File: config.mk
export PLATFORM = sky130hd
export DESIGN_NAME = irq_accept
export DESIGN_NICKNAME = d
export VERILOG_FILES = /design/src/rtl/irq_accept.sv
export SDC_FILE = /design/constraint.sdc
export NUM_CORES = 1
export LEC_CHECK = 0
export BUFFER_PORTS_ARGS = -buffer_cell sky130_fd_sc_hd__buf_2
export CORE_AREA = 2 2 63 65
export CTS_CLUSTER_SIZE = 10
export DETAILED_ROUTE_END_ITERATION = 12
export DIE_AREA = 0 0 65 67
export PLACE_DENSITY = 0.82
export SETUP_SLACK_MARGIN = 0.02
export SLEW_MARGIN = 20
export SYNTH_ARGS = -nofsm -noshare
export SYNTH_HDL_FRONTEND = slang
export SYNTH_SLANG_ARGS = --single-unit
File: constraint.sdc
create_clock -name clk -period 3.16 [get_ports clk]
set_clock_uncertainty 0.05 [all_clocks]
set_input_delay 0.632 -clock clk [delete_from_list [all_inputs] [get_ports clk]]
set_output_delay 0.632 -clock clk [all_outputs]
set_load 0.02 [all_outputs]
File: src/rtl/irq_accept.sv
module irq_accept #(
  parameter int AW = 32,
  parameter logic [AW-1:0] HANDLER_PC = AW'(32'h0000_0180)
) (
  input  logic          clk,
  input  logic          rst_n,
  input  logic          irq_req,
  input  logic          mask_clr,
  input  logic          mask_set,
  input  logic [AW-1:0] pc_seq,
  output logic          irq_ack,
  output logic          irq_divert,
  output logic          irq_masked,
  output logic [AW-1:0] handler_pc,
  output logic [AW-1:0] ret_pc
);

  logic          masked_q;
  logic          taken_q;
  logic [AW-1:0] ret_q;
  logic          take;

  assign take = irq_req && !masked_q;

  always_ff @(posedge clk) begin
    if (!rst_n) begin
      masked_q <= 1'b1;
      taken_q  <= 1'b0;
      ret_q    <= '0;
    end else begin
      taken_q <= take;
      if (take)
        ret_q <= pc_seq;
      if (take || mask_set)
        masked_q <= 1'b1;
      else if (mask_clr)
        masked_q <= 1'b0;
    end
  end

  assign irq_ack    = taken_q;
  assign irq_divert = taken_q;
  assign irq_masked = masked_q;
  assign handler_pc = HANDLER_PC;
  assign ret_pc     = ret_q;

  p_ack_single_r3: assert property (@(posedge clk) disable iff (!rst_n)
    irq_ack |=> !irq_ack);

  p_masked_ignores_r2: assert property (@(posedge clk) disable iff (!rst_n)
    irq_masked |=> !irq_ack);

  p_take_masks_r6: assert property (@(posedge clk) disable iff (!rst_n)
    irq_ack |-> irq_masked);

  p_ret_capture_r5: assert property (@(posedge clk) disable iff (!rst_n)
    irq_ack |-> ret_pc == $past(pc_seq));

  p_ret_hold_r5: assert property (@(posedge clk) disable iff (!rst_n)
    !irq_ack |-> $stable(ret_pc));

  p_enable_r7: assert property (@(posedge clk) disable iff (!rst_n)
    (mask_clr && !mask_set && !irq_req) |=> !irq_masked);

  p_take_wins_r8: assert property (@(posedge clk) disable iff (!rst_n)
    (irq_req && !irq_masked) |=> (irq_masked && irq_ack));

endmodule

# Word level (Yosys, flattened, before mapping)
# Index checks and enable logic that the tools add are counted.
[totals]
regBits = 34
latch_bits = 0
mem_bits_rw = 0
rom_bits = 0
input_bits = 37
out_inout_bits = 67
word_cells = 8
n_memories = 0
[op_classes]
add_sub_neg = 0
n_mul = 0
div_mod_pow = 0
magnitude_cmp = 0
n_eq_ne = 0
n_shift = 0
mux = 0
bitwise = 1
reduce_logical = 4
[ops]
columns = ["op", "n"]
rows = [
  ["$reduce_or 2->1", 1],
  ["$logic_and 1x1->1", 1],
  ["$logic_not 1->1", 1],
  ["$logic_or 1x1->1", 1],
  ["$not 1->1", 1],
]

# Longest topological paths before layout
[logic_depth]
word_depth = 4
depth_mapped = 4
depth_no_buf = 2

# Worst setup path before layout
# No wires, ideal clock.
[synth_timing]
path_type = "input -> register"
from = "input irq_req"
to = "register masked_q (netlist: irq_masked)"
setup_time_ns = 0.135
arrival_ns = 1.373
t_required_ns = 2.975
path_slack_ns = 1.602
stages = 3
n_path_buf = 1
path_cell_list = "nor2b_1 buf_6 or4b_4"
[synth_between]
elab_chain_len = 3
[synth_lines]
columns = ["item", "line", "source"]
rows = [
  ["start, declared", "7", "input logic irq_req,"],
  ["$logic_and 1x1->1", "23", "assign take = irq_req && !masked_q;"],
  ["$logic_or 1x1->1", "34", "if (take || mask_set)"],
  ["$reduce_or 2->1 (no source line)", "n/a", ""],
  ["end signal, assigned", "27", "masked_q <= 1'b1;"],
  ["end signal, assigned", "35", "masked_q <= 1'b1;"],
  ["end signal, assigned", "37", "masked_q <= 1'b0;"],
  ["end, declared", "18", "logic masked_q;"],
]
# No other way between the ends.
# A chain may end at the register's enable or synchronous reset.

# Worst setup path after layout
# Ends and elaborated chain as after synthesis.

==> results.md <==
- Clock sink count: 34
- F_max: 627.9 MHz
- P per Cell Area: 476.9 nW/µm²
- Clock slew at reported path FFs: 60 ps
- Gpl congestion: 0.6806
- Critical Path End Type: flop
- DP Cell Count: 287
- Cell variety after synth: 11
- Internal: about 0.70 mW
- Sequential share of power: 48.1%
- CORE AREA: between 3000 and 4000 µm²
- PortBufs: 71
- Total number of vias: 1212
- Area after DPL: 1832 µm²
- VDD IR max: 0.3333 mV
- Final period util: between 50% and 60%
- Yosys top cell by area: dfxtp_1
- H-Tree Depth: 2
- Die ar.: 4355 µm²
- Commonest cells after routing, fill and taps aside: buf_2 (71), nand2_1 (64), dfxtp_1 (34)
- Max-Cap Viols: 0
- Fin. max-slew vios: 0
- Via/cell ratio: 4.108
- FF+latch count, synth: 34
- Buf/Inv on CP: 2
- Top cells by area, synth: dfxtp_1 (43%), mux2i_1 (20%), buf_4 (17%), nand2_1 (15%), buf_2 (1.9%)
- Total CTS buffers: 5
- Layout cells sized above 1: 33.60%
- Yosys warnings: 0
- Estimated wirelength of the detail-placed design: 2.002 mm
- Cell Chain, Critical Path: buf_2 > nor2b_4 > buf_4 > or4b_4
- DP Worst Slack: 1274 ps
- Sequential fraction of the synthesis area: 42.63%
- Startpoint type of the worst setup path: input pin
- Register area: 680.7 µm²
- Hold Startpoint: ret_pc[1]
- Gate power share: a little over an eighth
- Cell Area, Synth: 1597 µm²
- Sw Pwr: ~0.23 mW
- Fill cells: 361
- CTS tree: yes
- Maximum root-to-sink buffer count: 2
- RR Startpoint: irq_masked
- Final non-filler cell area: 1942 µm²
- Clock period minus worst slack: 1592 ps
- Layout Cells excl Fill: 295
- Synth top area share: 42.63%
- Status: finished, final reports clean
- Switching share of power: 24.48%
- R2r setup slk: ~1700 ps
- Crit path launch: irq_req
- Clk root buf: clkbuf_8
- Worst-Margin Slew: 529.2 ps
- Initial DRC count: 58
- DRC: 0
- Worst Reg-to-Reg Cells: 3
- Clock share of power: between 30 and 40%
- Worst slew margin: 64.72%
- Fin nets: 283
- Hold Path Stages: 2
- Row count: 22
- HP Class: flop to flop
- Hold buffers post-CTS: 0
- Gr usage total: a little over an eighth
- Sum Neg Setup Slack: 0 ps
- Die Height: 67 µm
- Final worst-path setup slack: 1568 ps
- Crit path max fanout: 34
- IO Pins: ~100
- Critical path depth: 4
- Synthesized instance count: 180
- Number of setup buffers added after CTS: 0
- Vias in the first global route: 1013
- Clk Latency, worst-skew pair: 270 ps
- Syn-to-layout area delta: 21.63%
- Worst path arrival time: 1690 ps
- DIE WIDTH: 65 µm
- Initial antenna violation count: 0
- CP required: 3260 ps
- Pre-antenna DRT Iters: 4
- Kind of critical path: input pin to flop
- Most common cell after layout, fill and taps aside: buf_2
- Post-CTS Resized: 0
- Leak pwr: slightly below 1 nW
- Final ANT Viol Nets: 0
- Final setup viols: 0
- Mean Syn Cell Area: 8.870 µm²
- N_diodes: 0
- WL final: 2.697 mm
- Endpoints failing hold: 0
- First-pass GRT wire length: between 4 and 5 mm
- Initial core utilization: 44.27%
- RSZ-0062 raised after global routing: false
- Multi-input gate area: between 700 and 800 µm²
- Cell family with most CP delay: simple AND/OR/NAND/NOR gates
- Slowest-stage cell, CP: or4b_4
- Largest net degree at the start of global routing: 35
- Total gr overflow: 0
- Routed len/inst: a little over 9 µm
- CP max stage delay: 560 ps
worst reg2reg max path: cells and delay by family, from the launching register on:
family,cells,cell delay (ps)
and+or+nand+nor,2,610
DFF,1,390
buffers and inverters,1,290
stage by stage:
stage / power (mW) / hold WS (ps) / utilization (%)
floorplan: 0.5730 / 481.7 / -
global placement: 0.5767 / 391.4 / 50.80
detailed placement: 0.5784 / 396.8 / 50.80
CTS: 0.9426 / 407.2 / 53.85
global route: 0.9858 / 428.6 / 53.85
finish: 0.9261 / 404.7 / 53.85
area by class of cell:
class | instances | area share, %
multi-input combinational | 132 | 37.11
tap | 48 | 3.093
sequential | 34 | 35.05
timing repair buffer | 73 | 19.07
clock buffer | 8 | 5.670
synthesized netlist by cell type:
cell      count
dfxtp_1      34
conb_1        2
mux2i_1      32
clkbuf_1      1
and2_1        1
buf_6         1
nor2b_1       2
buf_2         6
nand2_1      64
buf_4        36
or4b_4        1
cell families after synthesis:
kind of cell           synth area share, %
flip-flops                           42.63
multiplexers                         20.06
buffers and inverters                19.75
other                               0.4704
AND/OR/NAND/NOR                      17.08
layer usage:
metal | GRT usage (%) | wire [µm] | vias to the layer above
met1 | 13.83 | 1119 | 520
met2 | 23.58 | 1315 | 57
met5 | 0 | 0 | -
met3 | 5.236 | 227 | 2
met4 | 6.383 | 34 | 0
li1 | - | - | 633
final timing paths:
kind,to
max,irq_masked
min,ret_pc[1]
max reg2reg,irq_masked
min reg2reg,ret_pc[1]
power groups by stage:
stage	clock (mW)	combinational [mW]	sequential, mW
global route	0.404	0.136	0.446
finish	0.358	0.123	0.445
detailed placement	0	0.123	0.455
floorplan	0	0.104	0.469
global placement	0	0.122	0.455
CTS	0.374	0.124	0.445
sequential cells by signal, indices dropped and copies added (netlist names):
name        count
ret_pc         32
irq_ack         1
irq_masked      1
No activity file was read; power rests on OpenSTA's default activity.
